===== config.mk =====
export PLATFORM = sky130hd
export DESIGN_NAME = chr_outer_bank
export DESIGN_NICKNAME = d
export VERILOG_FILES = /design/src/rtl/chr_outer_pkg.sv /design/src/rtl/chr_outer_regs.sv /design/src/rtl/chr_outer_latch.sv /design/src/rtl/chr_outer_mux.sv /design/src/rtl/chr_outer_bank.sv
export SDC_FILE = /design/constraint.sdc
export NUM_CORES = 1
export LEC_CHECK = 0
export ABC_AREA = 1
export BUFFER_PORTS_ARGS = -buffer_cell sky130_fd_sc_hd__buf_2
export CORE_MARGIN = 3
export CORE_UTILIZATION = 40
export DETAILED_ROUTE_END_ITERATION = 10
export GPL_TIMING_DRIVEN = 1
export PLACE_DENSITY = 0.75
export SETUP_SLACK_MARGIN = 0.15
export SYNTH_ARGS = -nofsm -noshare
export SYNTH_HDL_FRONTEND = slang
export SYNTH_HIERARCHICAL = 1
export SYNTH_SLANG_ARGS = --single-unit

===== constraint.sdc =====
create_clock -name clk -period 0.98 [get_ports clk]
set_clock_uncertainty 0.15 [all_clocks]
set_input_delay 0.049 -clock clk [delete_from_list [all_inputs] [get_ports clk]]
set_output_delay 0.049 -clock clk [all_outputs]
set_load 0.01 [all_outputs]

===== src/rtl/chr_outer_pkg.sv =====
package chr_outer_pkg;

    localparam int ADDR_W  = 16;
    localparam int DATA_W  = 8;
    localparam int BANK_W  = 8;
    localparam int PPU_W   = 3;
    localparam int BASE_W  = 8;
    localparam int LATCH_W = 2;
    localparam int OUT_W   = PPU_W + BASE_W;

    // Mode register bits that matter on the CHR side (data bits 6,5,4)
    typedef struct packed {
        logic ppu_direct;   // bit 6: low lines from PPU
        logic alt_sel;      // bit 5: RAM select or latch disable
        logic half_outer;   // bit 4: smaller outer window
    } chr_mode_t;

    typedef enum logic [2:0] {
        SRC_INNER_WIDE,
        SRC_INNER_NARROW,
        SRC_DIRECT_FULL,
        SRC_DIRECT_LATCH2,
        SRC_DIRECT_LATCH1
    } chr_src_t;

    function automatic logic latch_live(chr_mode_t m, bit has_latch);
        return has_latch && m.ppu_direct && !m.alt_sel;
    endfunction

    function automatic chr_src_t pick_src(chr_mode_t m, bit has_latch);
        chr_src_t s;
        if (!m.ppu_direct)
            s = m.half_outer ? SRC_INNER_NARROW : SRC_INNER_WIDE;
        else if (!latch_live(m, has_latch))
            s = SRC_DIRECT_FULL;
        else
            s = m.half_outer ? SRC_DIRECT_LATCH1 : SRC_DIRECT_LATCH2;
        return s;
    endfunction

    function automatic logic [OUT_W-1:0] compose(
        chr_src_t              s,
        logic [BASE_W-1:0]     base,
        logic [BANK_W-1:0]     inner,
        logic [PPU_W-1:0]      ppu,
        logic [LATCH_W-1:0]    lat
    );
        logic [OUT_W-1:0] a;
        unique case (s)
            SRC_INNER_WIDE:    a = {base[7:5], inner[7:0]};
            SRC_INNER_NARROW:  a = {base[7:4], inner[6:0]};
            SRC_DIRECT_LATCH2: a = {base[7:2], lat[1:0], ppu};
            SRC_DIRECT_LATCH1: a = {base[7:1], lat[0], ppu};
            default:           a = {base, ppu};
        endcase
        return a;
    endfunction

endpackage


===== src/rtl/chr_outer_regs.sv =====
module chr_outer_regs
    import chr_outer_pkg::*;
#(
    parameter int SEL_BIT = 4
) (
    input  logic              clk,
    input  logic              rst,
    input  logic              wr_en,
    input  logic [ADDR_W-1:0] wr_addr,
    input  logic [DATA_W-1:0] wr_data,
    output chr_mode_t         mode_q,
    output logic [BASE_W-1:0] base_q
);
    localparam logic [ADDR_W-1:0] SEL_ONE   = ADDR_W'(1) << SEL_BIT;
    localparam logic [ADDR_W-1:0] DEC_MASK  = 16'hF003 | SEL_ONE;
    localparam logic [ADDR_W-1:0] MODE_HIT  = 16'h5000 | SEL_ONE;
    localparam logic [ADDR_W-1:0] BASE_HIT  = 16'h5002 | SEL_ONE;

    logic mode_we, base_we;

    assign mode_we = wr_en && ((wr_addr & DEC_MASK) == MODE_HIT);
    assign base_we = wr_en && ((wr_addr & DEC_MASK) == BASE_HIT);

    always_ff @(posedge clk) begin
        if (rst) begin
            mode_q <= '0;
            base_q <= '0;
        end else begin
            if (mode_we) mode_q <= chr_mode_t'(wr_data[6:4]);
            if (base_we) base_q <= wr_data;
        end
    end

    AST_MODE_HOLD: assert property (@(posedge clk) disable iff (rst)
        !(wr_en && wr_addr[15:12] == 4'h5 && wr_addr[1:0] == 2'd0) |=> $stable(mode_q));
    AST_BASE_HOLD: assert property (@(posedge clk) disable iff (rst)
        !(wr_en && wr_addr[15:12] == 4'h5 && wr_addr[1:0] == 2'd2) |=> $stable(base_q));

endmodule


===== src/rtl/chr_outer_latch.sv =====
module chr_outer_latch
    import chr_outer_pkg::*;
#(
    parameter bit LATCH_EN = 1'b1
) (
    input  logic               clk,
    input  logic               rst,
    input  logic               wr_en,
    input  logic               wr_hi,
    input  logic [LATCH_W-1:0] wr_bits,
    input  chr_mode_t          mode_q,
    output logic [LATCH_W-1:0] lat_q
);
    generate
        if (LATCH_EN) begin : g_latch
            logic live;
            assign live = latch_live(mode_q, 1'b1);
            always_ff @(posedge clk) begin
                if (rst)
                    lat_q <= '0;
                else if (wr_en && wr_hi && live)
                    lat_q <= wr_bits;
            end

            AST_LATCH_HOLD: assert property (@(posedge clk) disable iff (rst)
                !(wr_en && wr_hi && mode_q.ppu_direct && !mode_q.alt_sel)
                |=> $stable(lat_q));
        end else begin : g_none
            assign lat_q = '0;
        end
    endgenerate

endmodule


===== src/rtl/chr_outer_mux.sv =====
module chr_outer_mux
    import chr_outer_pkg::*;
#(
    parameter bit LATCH_EN = 1'b1
) (
    input  logic               clk,
    input  logic               rst,
    input  chr_mode_t          mode_q,
    input  logic [BASE_W-1:0]  base_q,
    input  logic [LATCH_W-1:0] lat_q,
    input  logic [BANK_W-1:0]  inner_bank,
    input  logic [PPU_W-1:0]   ppu_a,
    output logic [OUT_W-1:0]   chr_addr,
    output logic               chr_ram_sel
);
    chr_src_t src;

    always_comb begin
        src      = pick_src(mode_q, LATCH_EN);
        chr_addr = compose(src, base_q, inner_bank, ppu_a, lat_q);
    end

    generate
        if (LATCH_EN) begin : g_sel_latch
            assign chr_ram_sel = mode_q.alt_sel && !mode_q.ppu_direct;
        end else begin : g_sel_plain
            assign chr_ram_sel = mode_q.alt_sel;
        end
    endgenerate

    AST_DIRECT_LOW: assert property (@(posedge clk) disable iff (rst)
        mode_q.ppu_direct |-> chr_addr[2:0] == ppu_a);
    AST_INNER_LOW: assert property (@(posedge clk) disable iff (rst)
        (!mode_q.ppu_direct && !mode_q.half_outer) |-> chr_addr[7:0] == inner_bank);
    AST_DIRECT_ROM: assert property (@(posedge clk) disable iff (rst)
        (LATCH_EN && mode_q.ppu_direct) |-> !chr_ram_sel);

endmodule


===== src/rtl/chr_outer_bank.sv =====
module chr_outer_bank
    import chr_outer_pkg::*;
#(
    parameter int SEL_BIT  = 4,
    parameter bit LATCH_EN = 1'b1
) (
    input  logic               clk,
    input  logic               rst,
    input  logic               wr_en,
    input  logic [15:0]        wr_addr,
    input  logic [7:0]         wr_data,
    input  logic [7:0]         inner_bank,
    input  logic [2:0]         ppu_a,
    output logic [10:0]        chr_addr,
    output logic               chr_ram_sel
);
    chr_mode_t          mode_q;
    logic [BASE_W-1:0]  base_q;
    logic [LATCH_W-1:0] lat_q;

    chr_outer_regs #(.SEL_BIT(SEL_BIT)) u_regs (
        .clk(clk), .rst(rst), .wr_en(wr_en), .wr_addr(wr_addr),
        .wr_data(wr_data), .mode_q(mode_q), .base_q(base_q)
    );

    chr_outer_latch #(.LATCH_EN(LATCH_EN)) u_latch (
        .clk(clk), .rst(rst), .wr_en(wr_en), .wr_hi(wr_addr[15]),
        .wr_bits(wr_data[LATCH_W-1:0]), .mode_q(mode_q), .lat_q(lat_q)
    );

    chr_outer_mux #(.LATCH_EN(LATCH_EN)) u_mux (
        .clk(clk), .rst(rst), .mode_q(mode_q), .base_q(base_q),
        .lat_q(lat_q), .inner_bank(inner_bank), .ppu_a(ppu_a),
        .chr_addr(chr_addr), .chr_ram_sel(chr_ram_sel)
    );

    AST_RESET_CLEAN: assert property (@(posedge clk)
        rst |=> (chr_addr == {3'b000, inner_bank} && !chr_ram_sel));

endmodule


==> results.yml, run 1 <==
flow_run:
  cap_violations: 0
detailed_routing:
  drcViolationCount: 0
  viasPerCell: 4.492
  vias: 1060
  detail-route-antenna-nets: 0
  drt_iter0_drc: 15
  wirelength_um: 2137
  dr.pass1.iters: 4
  avgRoutedWirePerCell_um: 9.055
yosys:
  syn_area_um2: 950.9
  ys_ff_latch: 13
  yosys.area.top_type: "dfxtp_1"
  synthTopCellsByArea: "dfxtp_1, nand2_1, inv_1"
  ys_seq_area_share_pct: 27.37
  synth_warnings: 6
  synth_top_area_share_pct: 27.37
  synth.distinct_cells: 18
  synth_nets: 200
  postSynthAreaPerCell_um2: 5.870
  syn-instance-count: 162
critical_path:
  cp-end-kind: "output pin"
  arrival_ns: 1.08
  crit_fanout: 6
  ff2ff_setup_slack_ns: -0.13
  path_class: "register to output pin"
  critPathLaunchType: "register"
  cp.required_ns: 0.78
pwr:
  comb_power_share_pct: 21.7
  p_int_w: 0.0007932
  p_leak_nw: 0.7489
  switchingPower_w: 0.0003005
  ir_drop_mv: 0.5815
  p_seq_share_pct: 47.9
  netSwitchingFraction_pct: 27.47
  powerDensity_nw_per_um2: 799.0
  power_frac_clock_pct: 30.4
floorplanning:
  rows: 17
  die_h_um: 54.76
  dieArea_um2: 2998
  coreArea_um2: 2233
  dieWidth_um: 54.76
  start_util_pct: 42.58
  pin_count: 50
outcome:
  outcome: "complete, but fails checks"
  violations: "negative hold slack, negative setup slack"
global_routing:
  grt-ovfl-total: 0
  grt_usage_pct: 15.05
  grt_start_max_net_pins: 14
  grt_pass1_vias: 837
  antenna_found_initial: 0
  grt_pass1_wl_um: 3215
clock_network:
  clk_latency_ns: 0.27
  clkSinkCount: 13
  cts_buffers: 3
  cts_tree: "yes"
  clock_path_buffers: 2
  root_buffer: "clkbuf_4"
  clk_pin_slew_ns: 0.08
  cts.htree.levels: 1
sta:
  hold_violations: 13
  tns_ns: -2.752
  tightestPinTransition_ns: 0.2280
  min_period_ns: 1.280
  final_max_slew_viol_count: 0
  holdWs_ns: -0.09567
  finalSetupViolCount: 11
  relSlewSlack_pct: 84.78
  layout_setup_ws_ns: -0.3002
  fmax_mhz: 781.2
  post-route-period-util_pct: 130.6
  rsz0062_at_grt: "yes"
place:
  io_buffers: 40
  hpwl_um: 1601
  gp_congestion: 0.6921
layout:
  antenna_cells: 0
  nNetsFinal: 247
  drive_above_1_share_pct: 47.60
  area_growth_syn_to_layout_pct: 43.95
hold_path:
  hold_class: "primary input to register"
## layer usage
layer | part of all wire (%) | up-vias | global-route usage (%)
met5 | 0 | - | 0
met4 | 0.47 | 0 | 7.469
met3 | 9.6 | 2 | 3.542
met2 | 47 | 46 | 25.20
met1 | 43 | 447 | 17.70
li1 | - | 565 | -
## Yosys cell counts
cell type,instances
nor3_1,1
nor2_4,1
inv_1,35
nand4_1,11
nand3_2,2
nor2_1,21
nand2_2,2
buf_2,1
buf_4,3
clkinv_2,1
nand3_4,1
buf_6,3
nor2_8,1
nand2_1,49
inv_2,10
nor2_2,2
dfxtp_1,13
nand3_1,5
## worst max-delay path: stages, from the launching register on
cell and delay (ns):
dfxtp_4 0.41, buf_6 0.11, nand3_2 0.05, nand2_1 0.05
inv_1 0.04, nand2_2 0.05, buf_6 0.09
## cell usage in the layout (no fill, tap or decap), drive strengths merged
cell type,count
nand2,51
clkinv,1
dfxtp,13
nand3,8
inv,45
nor2,25
nor3,1
nand4,11
clkbuf,4
buf,49
## path summary, 6_finish.rpt
check                                 startpoint               end  depth (start not counted)
worst max-delay path            u_regs/mode_q[2]       chr_addr[4]                          6
worst min-delay path                         rst  u_latch/lat_q[0]                          4
worst max register to register  u_regs/mode_q[2]  u_latch/lat_q[1]                          6
worst min register to register  u_latch/lat_q[1]  u_latch/lat_q[1]                          2
## cell type report
| type | count | area (um^2) |
|---|---|---|
| flip-flops and latches | 13 | 280.3 |
| inverters | 46 | 181.4 |
| repair buffers | 49 | 329.1 |
| well taps | 28 | 35.03 |
| multi-input cells | 96 | 516.7 |
| fillers | 217 | 864.6 |
| clock buffers | 4 | 26.28 |
## logic make-up after synthesis
logic type | after synthesis | share of synthesized area [%]
AND/OR/NAND/NOR | 96 | 47.90
flip-flops | 13 | 27.37
buffers and inverters | 53 | 24.74
## flip-flops by register name, summed over array words and instances, names as in the netlist
signal / flops
u_latch/lat_q: 2
u_regs/base_q: 8
u_regs/mode_q: 3
## stage by stage
step	cell area (um^2)	setup WS (ns)	power [W]	utilization [%]	instances
finish	1369	-0.3002	0.001094	61.29	236
global route	1369	-0.3773	0.001161	61.29	236
CTS	1323	-0.3004	0.001092	59.22	234
detailed placement	1207	-0.09691	0.0007579	54.06	229
global placement	1207	-0.06377	0.0007558	54.06	229
floorplan	975.9	0.09001	0.0006575	-	162
## power groups by stage
stage | Sequential [W] | Clock (W) | Combinational, W
final | 0.000524 | 0.000332 | 0.000238
after floorplan | 0.000543 | 0 | 0.000114
after global placement | 0.000544 | 0 | 0.000212
after global routing | 0.000524 | 0.000374 | 0.000262
after detailed placement | 0.000544 | 0 | 0.000214
after CTS | 0.000524 | 0.000342 | 0.000226
## timing repair
item                                    CTS  global route
setup buffers                             1             2
endpoints found under the hold margin    13            13
gates resized for setup                  22            15
pin swaps                                 5             9
endpoints found under the setup margin   17            22
No activity file was read; power rests on OpenSTA's default activity.
==> inputs of run 2 (changes only) <==
Settings changed: CORE_UTILIZATION 40 to 37, PLACE_DENSITY 0.75 to 0.73, SYNTH_HIERARCHICAL 1 to unset.
==> run 2 against run 1 <==
Compared with the run above: the run still ends with negative hold slack, negative setup slack left; combinational power up 3%; worst hold slack worse by 0.021 ns; count of clock-buffer cells in the layout unchanged; maximum frequency down 8.4%; critical path depth down 1; synthesized cell count down 23%; die area down 7.4%; non-clock buffer count up 5; sequential power about the same; total power up 2.0%; cell area down 0.64%; largest power group unchanged.
==> results.yml, run 2 <==
clock_network:
  cts.htree.levels: 1
  cts_buffers: 3
  clkSinkCount: 13
  cts_tree: "yes"
  clk_latency_ns: 0.29
  root_buffer: "clkbuf_4"
  clk_pin_slew_ns: 0.09
  clock_path_buffers: 2
detailed_routing:
  viasPerCell: 4.616
  drcViolationCount: 0
  detail-route-antenna-nets: 0
  wirelength_um: 2282
  dr.pass1.iters: 4
  vias: 937
  drt_iter0_drc: 11
  avgRoutedWirePerCell_um: 11.24
hold_path:
  hold_class: "primary input to register"
yosys:
  synth_warnings: 0
  ys_top_cells_by_count: "nand2_1, nor2_1, dfxtp_1"
  synth_edf_count: 0
  ys.flop_type: "dfxtp_1"
  postSynthAreaPerCell_um2: 6.456
  synth.distinct_cells: 19
  yosys.area.top_type: "dfxtp_1"
  syn_area_um2: 807.0
  yosysMostFrequentCell: "nand2_1"
  synth_nets: 163
  ys_seq_area_share_pct: 32.25
  async_reset_ff_share_pct: 0
  synthTopCellsByArea: "dfxtp_1, nand2_1, nor2_1"
  synth_top_area_share_pct: 32.25
  syn-instance-count: 125
  ys_ff_latch: 13
sta:
  tns_ns: -3.321
  min_period_ns: 1.398
  hold_violations: 11
  post-route-period-util_pct: 142.6
  relSlewSlack_pct: 87.91
  holdWs_ns: -0.1163
  layout_setup_ws_ns: -0.4177
  finalSetupViolCount: 11
  fmax_mhz: 715.5
  tightestPinTransition_ns: 0.1810
  final_max_slew_viol_count: 0
  rsz0062_at_grt: "yes"
critical_path:
  critPathLaunchType: "register"
  ff2ff_setup_slack_ns: -0.06
  path_class: "register to output pin"
  crit_fanout: 8
  arrival_ns: 1.20
  cp-end-kind: "output pin"
  cp.required_ns: 0.78
layout:
  largest_register: "u_regs.base_q"
  final.fill_count: 198
  area_growth_syn_to_layout_pct: 68.53
  layout_common_cells: "buf_2, nand2_1, nor2_1, buf_6"
  seqCellArea_um2: 272.8
  multi_input_area_um2: 544.3
  final_common_cell: "buf_2"
  drive_above_1_share_pct: 54.55
  largest_register_ffs: 8
  antenna_cells: 0
  largestRegisters: "u_regs.base_q (8), u_regs.mode_q (3), u_latch.lat_q (2)"
  final_cells: 203
  nNetsFinal: 215
place:
  hpwl_um: 1636
  gp_congestion: 0.7748
  place_ws_ns: -0.1400
  io_buffers: 40
  place_inst: 192
floorplanning:
  dieWidth_um: 52.70
  coreArea_um2: 2022
  start_util_pct: 39.91
  die_h_um: 52.70
  dieArea_um2: 2777
  rows: 16
  pin_count: 50
pwr:
  powerDensity_nw_per_um2: 820.2
  ir_drop_mv: 0.5145
  p_leak_nw: 0.6851
  power_w: 0.001115
flow_run:
  cap_violations: 0
global_routing:
  grt_start_max_net_pins: 12
  grt_usage_pct: 17.06
  grt_pass1_wl_um: 3553
  grt-ovfl-total: 0
  antenna_found_initial: 0
  grt_pass1_vias: 892
outcome:
  violations: "negative hold slack, negative setup slack"
  outcome: "complete, but fails checks"
run 2: changes by cell type in the layout (fill, tap and decap cells not counted), moves of 5 or more:
cell,change
nor2_4,+6
inv_2,-9
inv_1,-20
nand2_1,-20
buf_6,+5
run 2: cell families after synthesis:
group	after synthesis	synth area share, %
mux	1	1.395
simple gates	83	49.46
flops	13	32.25
compound gates	5	3.411
buf+inv	23	13.49
run 2: routing by layer:
metal	track usage [%]	routed length, um	vias to the layer above
met5	0	0	-
met4	7.660	44	0
met3	0.8547	158	5
met2	32.64	1204	41
met1	18.90	874	401
li1	-	-	490
run 2: report_power, final:
part           total (W)  switching [W]  internal, W  leakage (nW)
Clock           0.000346       0.000188     0.000158        0.0150
Combinational   0.000244       0.000121     0.000123         0.562
Sequential      0.000526     0.00000174     0.000524         0.108
Total            0.00112       0.000310     0.000805         0.685
run 2: worst max-delay path, stage by stage (launching register included):
cell     delay [ns]
dfxtp_4        0.41
buf_12         0.13
inv_8          0.04
a22oi_2        0.14
nand2_1        0.06
buf_2          0.13
run 2: metrics by stage:
stage / utilization, % / hold WS, ns / area (um^2)
floorplan: - / 0.04738 / 847.1
global placement: 54.21 / 0.1524 / 1096
detailed placement: 54.21 / 0.1703 / 1096
CTS: 61.88 / -0.1001 / 1251
global route: 67.26 / -0.07464 / 1360
finish: 67.26 / -0.1163 / 1360
run 2: final timing paths:
kind	startpoint	to	depth (start not counted)
max reg2reg	u_regs.mode_q[2]	u_latch.lat_q[0]	4
max	u_regs.mode_q[2]	chr_addr[4]	5
min	wr_data[0]	u_latch.lat_q[0]	3
min reg2reg	u_regs.base_q[4]	u_regs.base_q[4]	2
run 2: final cells by class:
class | count | share of cell area (%)
Inverter | 16 | 5.336
Tap cell | 27 | 2.484
Multi-Input combinational cell | 89 | 40.02
Clock buffer | 4 | 1.932
Sequential cell | 13 | 20.06
Timing Repair Buffer | 54 | 30.17
run 2: timing repair:
item | 4_1_cts | 5_1_grt
pin swaps | 5 | 8
hold buffers | 2 | 1
endpoints found under the setup margin | 16 | 20
setup buffers | 1 | 5
cloned | 0 | 0
gates resized for setup | 25 | 18
hold endpoints to repair | 12 | 6
==> inputs of run 3 (changes only) <==
Settings changed: CORE_UTILIZATION 37 to 41, HOLD_SLACK_MARGIN set to 0.02, PLACE_DENSITY 0.73 to unset, PLACE_DENSITY_LB_ADDON set to 0.2.
Clock period 0.98 ns to 1.6 ns, I/O delays scaled along.
==> run 3 against run 2 <==
Compared with the run above: the flow now finishes without violations; first-iteration DRC count decreased by 36%; setup slack improved by 0.58 ns; clock power decreased by 43%; cell area decreased by 13%; combinational power decreased by 45%; core utilization decreased by 0.60 points; count of clock-buffer cells in the layout unchanged; critical path depth decreased by 1; sequential cell count unchanged; critical endpoint is now chr_addr[7]; largest power group unchanged.
==> results.yml, run 3 (synthesized netlist as in run 2, its figures left out) <==
clock_network:
  cts_buffers: 3
  clock_path_buffers: 2
  cts.htree.levels: 1
  root_buffer: "clkbuf_4"
  clkSinkCount: 13
  clk_latency_ns: 0.26
  clk_pin_slew_ns: 0.08
  cts_tree: "yes"
critical_path:
  crit_fanout: 4
  cp.required_ns: 1.37
  r2r_start: "u_regs.mode_q[2]"
  cp-end-kind: "output pin"
  critPathLaunchType: "register"
  arrival_ns: 1.21
  path_class: "register to output pin"
  worstPathCellList: "buf_6, nor2_4, mux2_4, buf_6"
  cp_num_buf_inv: 2
  cpMaxStageDelayCell: "dfxtp_2"
  crit_start: "u_regs.mode_q[2]"
  crit_family: "flip-flops"
  cp_slowest_stage_delay_ns: 0.33
  cpMostUsedCell: "buf_6"
sta:
  min_period_ns: 1.443
  fmax_mhz: 693.2
  tightestPinTransition_ns: 0.3558
  hold_violations: 0
  post-route-period-util_pct: 90.16
  tns_ns: 0
  finalSetupViolCount: 0
  relSlewSlack_pct: 76.26
  rsz0062_at_grt: "yes"
  final_max_slew_viol_count: 0
layout:
  layout_common_cells: "buf_2, nand2_1, nor2_1, inv_1, dfxtp_1"
  drive_above_1_share_pct: 37.50
  antenna_cells: 0
  final_common_cell: "buf_2"
  design_area_um2: 1189
  largest_register: "u_regs.base_q"
  largest_register_ffs: 8
  nNetsFinal: 215
  area_growth_syn_to_layout_pct: 47.29
  largestRegisters: "u_regs.base_q (8), u_regs.mode_q (3), u_latch.lat_q (2)"
detailed_routing:
  dr.pass1.iters: 4
  avgRoutedWirePerCell_um: 9.338
  drt_iter0_drc: 7
  drcViolationCount: 0
  wirelength_um: 1877
  vias: 923
  detail-route-antenna-nets: 0
  viasPerCell: 4.592
floorplanning:
  dieArea_um2: 2537
  pin_count: 50
  die_h_um: 50.37
  coreArea_um2: 1783
  dieWidth_um: 50.37
  start_util_pct: 45.26
  rows: 15
hold_path:
  hold_path_startpoint: "wr_addr[1]"
  hold_class: "primary input to register"
pwr:
  ir_drop_mv: 0.4415
  powerDensity_nw_per_um2: 552.1
  p_leak_nw: 0.6385
global_routing:
  grt_start_max_net_pins: 14
  grt-ovfl-total: 0
  grt_pass1_wl_um: 3201
  grt_usage_pct: 15.86
  antenna_found_initial: 0
  grt_pass1_vias: 755
place:
  hpwl_um: 1480
  gp_congestion: 0.7200
  place_area_um2: 1025
  io_buffers: 40
flow_run:
  cap_violations: 0
outcome:
  outcome: "finished clean"
[run 3: where the power goes]
group / leakage, nW / internal, W / switching [W] / total, W
registers: 0.105 / 0.000324 / 0.000000812 / 0.000325
logic: 0.518 / 0.0000686 / 0.0000661 / 0.000135
clock network: 0.0150 / 0.0000962 / 0.000100 / 0.000196
total: 0.639 / 0.000489 / 0.000167 / 0.000656
[run 3: tightest hold or removal path, stage by stage]
cell     delay (ns)
buf_2          0.10
nor2_2         0.06
nand4_1        0.08
nand2_1        0.04
nor2_1         0.07
[run 3: cell type report]
class | instances | area [um^2]
clock buffers | 4 | 26.28
flip-flops and latches | 13 | 261.5
fillers | 160 | 594.3
multi-input cells | 89 | 469.2
repair buffers | 54 | 335.3
inverters | 16 | 65.06
well taps | 25 | 31.28
[run 3: layer usage]
| layer | vias to the layer above | part of all wire, % | GRT usage, % |
|---|---|---|---|
| met2 | 31 | 48 | 26.09 |
| li1 | 493 | - | - |
| met1 | 397 | 43 | 21.01 |
| met4 | 0 | 0.48 | 2.691 |
| met5 | - | 0 | 0 |
| met3 | 2 | 9.2 | 4.154 |
[run 3: final timing paths]
kind                            slack, ns          endpoint  depth (start not counted)
worst max-delay path                 0.16       chr_addr[7]                          4
worst min-delay path                 0.04  u_regs.mode_q[0]                          5
worst max register to register       0.42  u_latch.lat_q[0]                          5
worst min register to register       0.33  u_regs.base_q[5]                          2
[run 3: per-stage QoR]
stage	power [W]	utilization, %	setup slack (ns)	hold slack, ns	std cells
floorplan	0.0003940	-	0.5234	0.07769	125
global placement	0.0004463	57.47	0.3636	0.1852	187
detailed placement	0.0004484	57.47	0.3532	0.1908	187
CTS	0.0006631	65.54	0.1510	0.04535	201
global route	0.0006919	66.67	0.09356	0.06527	201
finish	0.0006562	66.67	0.1574	0.04327	201
[run 3: timing repair]
| action | in CTS | in global routing |
|---|---|---|
| endpoints found under the hold margin | 13 | 0 |
| buffers inserted | 2 | 0 |
| resized for setup | 6 | 5 |
| endpoints found under the setup margin | 1 | 2 |
| hold buffers | 8 | 0 |
| pin swaps | 1 | 0 |
